===== src/rtl/prm_pkg.sv =====
package prm_pkg;

    typedef enum logic [1:0] {
        PRM_RUN     = 2'd0,
        PRM_HALTING = 2'd1,
        PRM_SAVED   = 2'd2
    } prm_state_e;

    // status word bit positions
    localparam int unsigned ST_SAVED_BIT  = 2;
    localparam int unsigned ST_REDIR_BIT  = 3;
    localparam int unsigned ST_SWBP_BIT   = 4;
    localparam int unsigned ST_SHEN_BIT   = 5;
    localparam int unsigned ST_SHOCC_BIT  = 6;
    localparam int unsigned ST_USED_TOP   = 6;

    typedef struct packed {
        prm_state_e st;
        logic       redir;
        logic       shut_occ;
    } prm_ctl_t;

endpackage


===== src/rtl/prm_req_sync.sv =====
module prm_req_sync #(
    parameter int unsigned STAGES = 2
) (
    input  logic clk,
    input  logic rst_n,
    input  logic tck_running,
    input  logic req_n_async,
    output logic req_fall
);
    localparam int unsigned LAST = STAGES - 1;

    logic [STAGES-1:0] chain_q;
    logic              prev_d;
    logic              prev_q;

    // synchroniser chain, advanced only while the test clock runs
    generate
        if (STAGES == 1) begin : g_one
            always_ff @(posedge clk) begin
                if (tck_running) begin
                    chain_q <= req_n_async;
                end
            end
        end else begin : g_many
            always_ff @(posedge clk) begin
                if (tck_running) begin
                    chain_q <= {chain_q[STAGES-2:0], req_n_async};
                end
            end
        end
    endgenerate

    always_comb begin
        prev_d = chain_q[LAST];
    end

    // previous value resets to the idle (high) level so a pin held low
    // across reset release shows as a fall on the first edge
    always_ff @(posedge clk or negedge rst_n) begin
        if (!rst_n) begin
            prev_q <= 1'b1;
        end else begin
            prev_q <= prev_d;
        end
    end

    assign req_fall = prev_q & ~chain_q[LAST];

endmodule


===== src/rtl/prm_entry_dec.sv =====
module prm_entry_dec (
    input  logic req_fall,
    input  logic redir_q,
    input  logic ev_step,
    input  logic ev_hwbp,
    input  logic ev_swbp,
    input  logic ev_shutdown,
    input  logic shut_brk_en,
    output logic entry_req,
    output logic entry_shut
);
    logic redirect_hit;
    logic shut_hit;

    always_comb begin
        redirect_hit = redir_q & (ev_step | ev_hwbp | ev_swbp);
        shut_hit     = shut_brk_en & ev_shutdown;
        entry_req    = req_fall | redirect_hit | shut_hit;
        entry_shut   = shut_hit;
    end

endmodule


===== src/rtl/prm_fsm.sv =====
module prm_fsm
    import prm_pkg::*;
(
    input  logic       clk,
    input  logic       rst_n,
    input  logic       entry_req,
    input  logic       entry_shut,
    input  logic       tap_wr,
    input  logic       tap_wdata,
    input  logic       save_done,
    output prm_state_e state,
    output logic       redir,
    output logic       shut_occ
);
    prm_ctl_t ctl_d;
    prm_ctl_t ctl_q;
    logic     exit_cmd;

    always_comb begin
        exit_cmd = tap_wr & ~tap_wdata;
        ctl_d    = ctl_q;

        if (tap_wr) begin
            ctl_d.redir = tap_wdata;
        end

        unique case (ctl_q.st)
            PRM_RUN: begin
                if (entry_req) begin
                    ctl_d.st       = PRM_HALTING;
                    ctl_d.shut_occ = entry_shut;
                end
            end
            PRM_HALTING: begin
                if (exit_cmd) begin
                    ctl_d.st       = PRM_RUN;
                    ctl_d.shut_occ = 1'b0;
                end else if (save_done) begin
                    ctl_d.st = PRM_SAVED;
                end
            end
            PRM_SAVED: begin
                if (exit_cmd) begin
                    ctl_d.st       = PRM_RUN;
                    ctl_d.shut_occ = 1'b0;
                end
            end
            default: begin
                ctl_d.st       = PRM_RUN;
                ctl_d.shut_occ = 1'b0;
            end
        endcase
    end

    always_ff @(posedge clk or negedge rst_n) begin
        if (!rst_n) begin
            ctl_q <= '{st: PRM_RUN, redir: 1'b0, shut_occ: 1'b0};
        end else begin
            ctl_q <= ctl_d;
        end
    end

    assign state    = ctl_q.st;
    assign redir    = ctl_q.redir;
    assign shut_occ = ctl_q.shut_occ;

endmodule


===== src/rtl/prm_status.sv =====
module prm_status
    import prm_pkg::*;
#(
    parameter int unsigned STATUS_W = 32
) (
    input  logic                shut_occ,
    input  logic                shut_brk_en,
    input  logic                redir,
    input  logic                saved,
    output logic [STATUS_W-1:0] status
);
    always_comb begin
        status               = '0;
        status[ST_SAVED_BIT] = saved;
        status[ST_REDIR_BIT] = redir;
        status[ST_SWBP_BIT]  = 1'b1;
        status[ST_SHEN_BIT]  = shut_brk_en;
        status[ST_SHOCC_BIT] = shut_occ;
    end

endmodule


===== src/rtl/probe_run_ctrl.sv =====
module probe_run_ctrl
    import prm_pkg::*;
#(
    parameter int unsigned SYNC_STAGES = 2,
    parameter int unsigned STATUS_W    = 32
) (
    input  logic                clk,
    input  logic                rst_n,
    input  logic                tck_running,
    input  logic                dbg_req_n,
    input  logic                tap_wr,
    input  logic                tap_wdata,
    input  logic                ev_step,
    input  logic                ev_hwbp,
    input  logic                ev_swbp,
    input  logic                ev_shutdown,
    input  logic                shut_brk_en,
    input  logic                save_done,
    output logic                prdy_n,
    output logic                halt_req,
    output logic [STATUS_W-1:0] status
);
    logic       req_fall;
    logic       entry_req;
    logic       entry_shut;
    prm_state_e state;
    logic       redir;
    logic       shut_occ;
    logic       in_probe;

    prm_req_sync #(.STAGES(SYNC_STAGES)) u_sync (
        .clk         (clk),
        .rst_n       (rst_n),
        .tck_running (tck_running),
        .req_n_async (dbg_req_n),
        .req_fall    (req_fall)
    );

    prm_entry_dec u_dec (
        .req_fall    (req_fall),
        .redir_q     (redir),
        .ev_step     (ev_step),
        .ev_hwbp     (ev_hwbp),
        .ev_swbp     (ev_swbp),
        .ev_shutdown (ev_shutdown),
        .shut_brk_en (shut_brk_en),
        .entry_req   (entry_req),
        .entry_shut  (entry_shut)
    );

    prm_fsm u_fsm (
        .clk        (clk),
        .rst_n      (rst_n),
        .entry_req  (entry_req),
        .entry_shut (entry_shut),
        .tap_wr     (tap_wr),
        .tap_wdata  (tap_wdata),
        .save_done  (save_done),
        .state      (state),
        .redir      (redir),
        .shut_occ   (shut_occ)
    );

    assign in_probe = (state != PRM_RUN);
    assign prdy_n   = ~in_probe;
    assign halt_req = in_probe;

    prm_status #(.STATUS_W(STATUS_W)) u_status (
        .shut_occ    (shut_occ),
        .shut_brk_en (shut_brk_en),
        .redir       (redir),
        .saved       (state == PRM_SAVED),
        .status      (status)
    );

endmodule


===== config.mk =====
export PLATFORM = sky130hd
export DESIGN_NAME = probe_run_ctrl
export DESIGN_NICKNAME = d
export VERILOG_FILES = /design/src/rtl/prm_pkg.sv /design/src/rtl/prm_req_sync.sv /design/src/rtl/prm_entry_dec.sv /design/src/rtl/prm_fsm.sv /design/src/rtl/prm_status.sv /design/src/rtl/probe_run_ctrl.sv
export SDC_FILE = /design/constraint.sdc
export NUM_CORES = 1
export LEC_CHECK = 0
export BUFFER_PORTS_ARGS = -buffer_cell sky130_fd_sc_hd__buf_2
export CORE_MARGIN = 4
export CORE_UTILIZATION = 40
export DETAILED_ROUTE_END_ITERATION = 8
export GPL_ROUTABILITY_DRIVEN = 0
export GPL_TIMING_DRIVEN = 0
export PLACE_DENSITY = 0.83
export SYNTH_ARGS = -nofsm -noshare
export SYNTH_HDL_FRONTEND = slang
export SYNTH_SLANG_ARGS = --single-unit

===== constraint.sdc =====
create_clock -name clk -period 1.5 [get_ports clk]
set_input_delay 0 -clock clk [delete_from_list [all_inputs] [get_ports clk]]
set_output_delay 0 -clock clk [all_outputs]
set_load 0.01 [all_outputs]

==> results of run 1 <==
-- cells by family (layout without fill, tap and decap cells) --
| group | after synthesis | in the layout | synth area share [%] |
|---|---|---|---|
| adder cells (fa/ha/maj) | 4 | 4 | 7.65 |
| AND/OR/NAND/NOR | 9 | 9 | 9.37 |
| AO/OA/AOI/OAI | 10 | 10 | 12.6 |
| buffers and inverters | 36 | 61 | 39.0 |
| flip-flops | 7 | 7 | 28.5 |
| other | 2 | 28 | 1.15 |
| multiplexers | 1 | 1 | 1.72 |
-- final timing paths --
kind / start / to / slack (ns) / depth (start not counted)
setup / recovery: u_fsm.state[0] / u_fsm.shut_occ / 0.12 / 4
hold / removal: tap_wr / u_fsm.redir / 0.01 / 2
setup reg to reg: u_fsm.state[0] / u_fsm.shut_occ / 0.12 / 4
hold reg to reg: u_sync.chain_q[1] / u_sync.prev_q / 0.37 / 0
max in group asynchronous: rst_n / u_sync.prev_q / 1.19 / 2
min in group asynchronous: rst_n / u_fsm.state[0] / 0.09 / 2
-- layout make-up --
class | count | share of cell area [%]
tap | 16 | 2.17
timing repair buffer | 21 | 13.5
sequential | 7 | 20.2
buffer | 32 | 26.0
multi-input combinational | 52 | 33.6
inverter | 4 | 1.62
clock buffer | 3 | 2.44
clock inverter | 1 | 0.541
-- what timing repair did --
item	4_1_cts	5_1_grt
resized for setup	0	0
hold buffers	4	0
endpoints found under the hold margin	9	0
-- placed cells by master (no fill, tap or decap) --
cell type      Yosys  routed
buf_2              0      17
nand4b_1           1       1
and3_1             1       1
dlygate4sd3_1      0       4
dfstp_2            1       1
mux2_2             1       1
nand2b_1           2       2
conb_1             2      28
a21boi_0           2       2
buf_4             32      32
nand4_1            2       2
a211oi_1           1       1
o211ai_1           3       3
nand2_1            1       1
and4_4             1       1
dfrtp_1            4       4
a211o_1            1       1
clkinv_2           0       1
ha_1               4       4
o311ai_1           1       1
o21a_1             1       1
o31ai_2            1       1
edfxtp_1           2       2
clkbuf_4           0       3
nor2b_1            1       1
inv_1              4       4
-- sequential cells by signal, indices dropped and copies added, names as in the netlist --
name            cells
u_fsm.redir         1
u_sync.prev_q       1
u_fsm.shut_occ      1
u_sync.chain_q      2
u_fsm.state         2
-- worst reg2reg max path: stages, from the launching register on --
cell and delay, ns:
dfrtp_1 0.39, inv_1 0.10, ha_1 0.32, and3_1 0.18, a211o_1 0.27
-- layer usage --
metal	track usage [%]	vias up	share of wire [%]
met3	3.99	0	12
met4	7.83	0	0
met1	10.9	234	34
met2	20.0	26	54
met5	0	-	0
li1	-	275	-
-- power by group through the flow --
stage	sequential [mW]	combinational, mW	clock [mW]
floorplan	0.274	0.394	0
global placement	0.280	0.499	0
detailed placement	0.286	0.524	0
CTS	0.282	0.534	0.178
global route	0.286	0.609	0.189
finish	0.282	0.535	0.165
-- per-stage QoR --
step                      instances  area (um^2)  power (mW)  util, %  setup slack (ns)
after floorplan                  95          752       0.667        -             0.235
after global placement          128          857       0.780     56.2             0.193
after detailed placement        128          857       0.810     56.2             0.134
after CTS                       136          925       0.994     60.7             0.126
after global routing            136          925        1.08     60.7            0.0623
final                           136          925       0.983     60.7             0.123
==> metrics.txt, run 1 <==
total global routing overflow=0; DRC Markers=0; yosys warns=0; first-pass GRT wire length=2180 um; Num CTS Buffers=3; internal power=607 uW; setup TNS=0 ns; fin nets=137; Area contributors post-synth=buf_4 37%, dfrtp_1 15%, edfxtp_1 9.2%; switching power=376 uW; post-layout min period=1.38 ns; status=finished clean; Clock Tree Buf Depth=2; synthesized area per cell=9.48 um^2; Critical Path, Cell by Cell=inv_1 -> ha_1 -> and3_1 -> a211o_1; post-synth top area share=36.7%; Gate power share=54.4%; Seq/Total Area, Yosys=28.5%; DIE HEIGHT=48.4 um; ANT nets after route=0; Leak Pwr=0.543 nW; skew final=0.00635 ns; CTS tree=yes; Layout area overhead=41.3%; most common cell in the synthesized netlist=buf_4; Fin Hold WS=0.0147 ns; Worst-Skew Late Latency=0.25 ns; Max H-tree Level=1; kind of end point of the critical path=register; Hold Violations, Final=0; clock share of power=16.8%; die width=48.4 um; top cells by count, synth=32 x buf_4, 4 x dfrtp_1, 4 x ha_1, 4 x inv_1, 3 x o211ai_1; Pwr per Cell Area=1060 nW/um^2; Root Buffer=clkbuf_4; synthesized instance count=69; CP delay by family, top=flip-flops; ys flop type=dfrtp_1; Vias/cell=3.93; std cell rows=14; antenna violations before repair=0; CP Data Required Time=1.63 ns; GRT Total Usage=11.4%; die area=2350 um^2; Buffers on Ports=17; Ports=46; max cap viols=0; Post-CTS Setup Repair Bufs=0; Initial Util=42.9%; DR vias=535; sw frac=38.2%; total core area=1520 um^2; CP Launch Type=register; WL final=1260 um; Max Transition Viols Final=0; VDD IR max=0.545 mV; HPWL Detailed=1110 um; ratio of cells with drive above 1 in the final layout=47.5%; RSZ-0062 raised after global routing=no; n_diodes=0; number of DRC markers in iteration 0=3; Worst Path Class, Setup=reg2reg; period utilization=91.8%; Max Fclk=726 MHz; Post-synth EDFFs=2; largest net degree at the start of global routing=7; arrival time worst endpoint=1.51 ns; clk sinks=7; Worst-path clk slew=0.06 ns; Synth cell types=22; drt first pass iters=4; Crit path largest cell delay=0.39 ns; number of global-route vias before repair=540; worst hold path type=in2reg; crit-path max FO=4; cell taking the most area after synthesis=buf_4; filler instances=146; Synth Register Bits=7; area occupied by multi-input gates=310 um^2; Final setup violation count=0; register area=186 um^2; CP max-delay cell=dfrtp_1; sequential power share=28.7%; Buffers & Inverters on Critical Path=1; WL/cell=9.28 um; synthesized area=654 um^2; asr flop ratio synth=71.4%
No activity file was read; power rests on OpenSTA's default activity.
==> run 2: changes to the inputs <==
Settings changed: CAP_MARGIN set to 25, CORE_MARGIN 4 to 3, PLACE_DENSITY 0.83 to 0.82, SYNTH_HIERARCHICAL set to 1.
==> metrics.txt, run 2 <==
sw frac=36.5%; worst hold path type=in2reg; synthesized area=686 um^2; fin area=998 um^2; yosys warns=6; Setup WS pre-CTS=-0.109 ns; Root Buffer=clkbuf_4; WL/cell=8.92 um; DIE HEIGHT=47.4 um; Reg2Reg Depth=5; Synth Register Bits=7; asr flop ratio synth=71.4%; Worst-path clk slew=0.05 ns; synthesized instance count=72; Buffers on Ports=17; crit-path max FO=4; largest net degree at the start of global routing=8; Layout area overhead=45.6%; status=complete, but fails checks; number of DRC markers in iteration 0=0; clock share of power=15.6%; n_diodes=0; first-pass GRT wire length=1850 um; Final Non-Filler Cells=143; grt peak-use layer=met2; ratio of cells with drive above 1 in the final layout=52.8%; ys flop type=dfrtp_1; Hold Violations, Final=0; final core occ=64.0%; VDD IR max=0.647 mV; failing checks=negative setup slack; DR vias=554; RSZ-0062 raised after global routing=yes; CTS tree=yes; Gate power share=56.0%; drt first pass iters=1; Clock Tree Buf Depth=2; Max Fclk=634 MHz; slack of the critical path=-0.0785 ns; kind of end point of the critical path=register; Post-synth EDFFs=2; Max Transition Viols Final=0; Worst Path Class, Setup=reg2reg; setup TNS=-0.125 ns; clk sinks=7; switching power=393 uW; GRT Total Usage=11.8%; Num CTS Buffers=3; post-synth top area share=35.0%; most common cell in the synthesized netlist=buf_4; reg-to-reg startpoint=u_sync/prev_q; Initial Util=44.0%; dpl cells=131; crit path launch=u_sync/prev_q; antenna violations before repair=0; max cap viols=0; arrival time worst endpoint=1.70 ns; met3 GRT Util=4.60%; synthesized area per cell=9.52 um^2; overall power=1.08 mW; fin nets=144; Fin Hold WS=0.0579 ns; hold wc startpoint=tap_wr; top cells by count, synth=32 x buf_4, 4 x dfrtp_1, 4 x ha_1; DRC Markers=0; CP Data Required Time=1.63 ns; Pwr per Cell Area=1080 nW/um^2; skew final=0.00397 ns; number of global-route vias before repair=468; Vias/cell=3.87; total global routing overflow=0; sequential power share=28.4%; die area=2250 um^2; WHS Path Cells=2; CP Launch Type=register; Worst-Skew Late Latency=0.25 ns; met2 usage=24.3%; met1 Resource Use GR=10.7%; cell taking the most area after synthesis=buf_4; ANT nets after route=0; Ports=46; post-layout min period=1.58 ns; period utilization=105%; highest-count cells in the layout ignoring fill and taps=35 x buf_4, 28 x conb_1, 17 x buf_2; Leak Pwr=0.589 nW; Area contributors post-synth=buf_4 35%, dfrtp_1 15%, edfxtp_1 8.8%; total core area=1560 um^2; Final setup violation count=3; Seq/Total Area, Yosys=27.2%; Post-DP Area=893 um^2; internal power=683 uW; std cell rows=14; most common cell after layout, fill and taps aside=buf_4; WL final=1280 um; die width=47.4 um; Synth cell types=28; Max H-tree Level=1
-- run 2: cell types whose count changed after synthesis, sizes merged, moves of 2 or more --
| cell | previous run | this run |
|---|---|---|
| a21boi | 2 | 0 |
| nand3b | 0 | 2 |
| nand4 | 2 | 0 |
| nor2b | 1 | 3 |
| o211ai | 3 | 1 |
| o21ai | 0 | 2 |
-- run 2: worst max-delay path: stages (launching register included) --
cell	delay [ns]
dfstp_2	0.35
nor2b_4	0.11
or3_4	0.40
nor2b_4	0.17
nor4_1	0.07
or3b_1	0.36
-- run 2: metal layers --
metal	vias to the layer above	share of wire [%]	wire length (um)
met3	0	9.4	120
met4	0	0	0
li1	286	-	-
met2	27	55	696
met5	-	0	0
met1	241	36	459
-- run 2: timing repair --
| action | CTS | global route |
|---|---|---|
| pin swaps | 3 | 2 |
| setup endpoints to repair | 1 | 3 |
| setup buffers | 3 | 1 |
| hold endpoints to repair | 9 | 0 |
| gates resized for setup | 0 | 4 |
| hold buffers | 4 | 0 |
-- run 2: path summary, 6_finish.rpt --
path                                     endpoint  slack (ns)
worst max-delay path               u_fsm/state[0]       -0.08
worst min-delay path                  u_fsm/redir        0.06
worst max register to register     u_fsm/state[0]       -0.08
worst min register to register  u_sync/chain_q[1]        0.43
max in group asynchronous           u_sync/prev_q        1.19
min in group asynchronous          u_fsm/state[0]        0.09
-- run 2: layout make-up --
type / count / area [um^2]
Buffer: 32 / 240
Clock buffer: 4 / 26.3
Fill cell: 137 / 561
Inverter: 3 / 11.3
Multi-Input combinational cell: 56 / 354
Sequential cell: 7 / 188
Tap cell: 16 / 20.0
Timing Repair Buffer: 25 / 159
-- run 2: cell families after synthesis --
| kind of cell | after synthesis | share of synthesized area, % |
|---|---|---|
| other cells | 2 | 1.10 |
| fa+ha+maj | 4 | 7.30 |
| flops | 7 | 27.2 |
| compound gates | 8 | 8.58 |
| mux | 1 | 1.64 |
| buf+inv | 35 | 36.7 |
| simple gates | 15 | 17.5 |
-- run 2: power groups by stage --
stage	Clock (mW)	Combinational [mW]	Sequential, mW
after floorplan	0	0.422	0.289
after detailed placement	0	0.536	0.307
after global routing	0.193	0.675	0.316
final	0.168	0.603	0.305
after global placement	0	0.514	0.301
after CTS	0.176	0.571	0.303
==> run 3: changes to the inputs <==
Settings changed: TNS_END_PERCENT set to 30.
==> metrics.txt, run 3 (synthesis results as in run 2) <==
sequential power share=28.4%; GRT Total Usage=11.8%; highest metal used=met3; period utilization=105%; CP Launch Type=register; Gate power share=56.0%; number of DRC markers in iteration 0=0; WL/cell=8.92 um; die width=47.4 um; slack of the critical path=-0.0785 ns; CP delay by family, top=simple AND/OR/NAND/NOR gates; Buffers on Ports=17; clk sinks=7; n_diodes=0; Leak Pwr=0.589 nW; VDD IR max=0.647 mV; Crit path largest cell delay=0.40 ns; Worst Path Class, Setup=reg2reg; status=complete, but fails checks; Worst-Skew Late Latency=0.25 ns; CP dominant cell by count=nor2b_4; Final setup violation count=3; Post-DP Area=893 um^2; first-pass GRT wire length=1850 um; largest net degree at the start of global routing=8; Num CTS Buffers=3; arrival time worst endpoint=1.70 ns; antenna violations before repair=0; CP Data Required Time=1.63 ns; dpl cells=131; Buffers & Inverters on Critical Path=0; Layout area overhead=45.6%; Ports=46; CTS tree=yes; M1 WL=459 um; Clock Tree Buf Depth=2; post-layout min period=1.58 ns; ANT nets after route=0; total global routing overflow=0; Max Fclk=634 MHz; Critical Path, Cell by Cell=nor2b_4 -> or3_4 -> nor2b_4 -> nor4_1 -> or3b_1; drt first pass iters=1; Final Non-Filler Cells=143; filler instances=137; die area=2250 um^2; max cap viols=0; overall power=1.08 mW; DRC Markers=0; Max H-tree Level=1; kind of end point of the critical path=register; CP max-delay cell=or3_4; Root Buffer=clkbuf_4; ratio of cells with drive above 1 in the final layout=52.8%; WL final=1280 um; Worst-path clk slew=0.05 ns; most common cell after layout, fill and taps aside=buf_4; number of global-route vias before repair=468; Initial Util=44.0%; switching power=393 uW; fin nets=144; DR vias=554; sw frac=36.5%; fin area=998 um^2; Hold Violations, Final=0; failing checks=negative setup slack; clock share of power=15.6%; final core occ=64.0%; Pwr per Cell Area=1080 nW/um^2; total core area=1560 um^2; Max Transition Viols Final=0; RSZ-0062 raised after global routing=yes; skew final=0.00397 ns; std cell rows=14; worst hold path type=in2reg; internal power=683 uW; DIE HEIGHT=47.4 um; setup TNS=-0.125 ns; routed wl met3=120 um; met2 routed wirelength=696 um; Vias/cell=3.87; crit-path max FO=4; highest-count cells in the layout ignoring fill and taps=35 x buf_4, 28 x conb_1, 17 x buf_2
[run 3: cell counts in the layout (fill, tap and decap cells not counted)]
No cell type changed its count.
[run 3: final timing paths]
path / end / from / slack (ns) / cells past startpoint
hold reg to reg: u_sync/chain_q[1] / u_sync/chain_q[0] / 0.43 / 0
min in group asynchronous: u_fsm/state[0] / rst_n / 0.09 / 2
max in group asynchronous: u_sync/prev_q / rst_n / 1.19 / 2
setup / recovery: u_fsm/state[0] / u_sync/prev_q / -0.08 / 5
hold / removal: u_fsm/redir / tap_wr / 0.06 / 2
setup reg to reg: u_fsm/state[0] / u_sync/prev_q / -0.08 / 5
[run 3: per-layer routing]
metal  GRT usage (%)  up-vias
met1            10.7      241
li1                -      286
met5               0        -
met2            24.3       27
met3            4.60        0
met4            1.66        0
[run 3: timing repair]
item / CTS / global route
resized for setup: 0 / 4
setup endpoints to repair: 1 / 3
setup buffers: 3 / 1
cloned: 0 / 0
hold buffers: 4 / 0
pin swaps: 3 / 2
hold endpoints to repair: 9 / 0
[run 3: per-stage QoR]
stage / hold slack (ns) / setup WS [ns]
CTS: 0.0463 / -0.0965
detailed placement: -0.173 / -0.109
global route: 0.0500 / -0.135
global placement: -0.178 / -0.0762
floorplan: -0.296 / -0.0423
finish: 0.0579 / -0.0785
[run 3: area by class of cell]
type / instances / area [um^2] / area share, %
buffer: 32 / 240 / 24.1
multi-input combinational: 56 / 354 / 35.5
sequential: 7 / 188 / 18.8
tap: 16 / 20.0 / 2.01
timing repair buffer: 25 / 159 / 15.9
clock buffer: 4 / 26.3 / 2.63
inverter: 3 / 11.3 / 1.13
[run 3: worst register-to-register path, stage by stage, from the launching register on]
cell     delay, ns
dfstp_2       0.35
nor2b_4       0.11
or3_4         0.40
nor2b_4       0.17
nor4_1        0.07
or3b_1        0.36
[run 3: power by group through the flow]
stage / clock (mW) / combinational, mW / sequential, mW
after floorplan: 0 / 0.422 / 0.289
after global placement: 0 / 0.514 / 0.301
after detailed placement: 0 / 0.536 / 0.307
after CTS: 0.176 / 0.571 / 0.303
after global routing: 0.193 / 0.675 / 0.316
final: 0.168 / 0.603 / 0.305
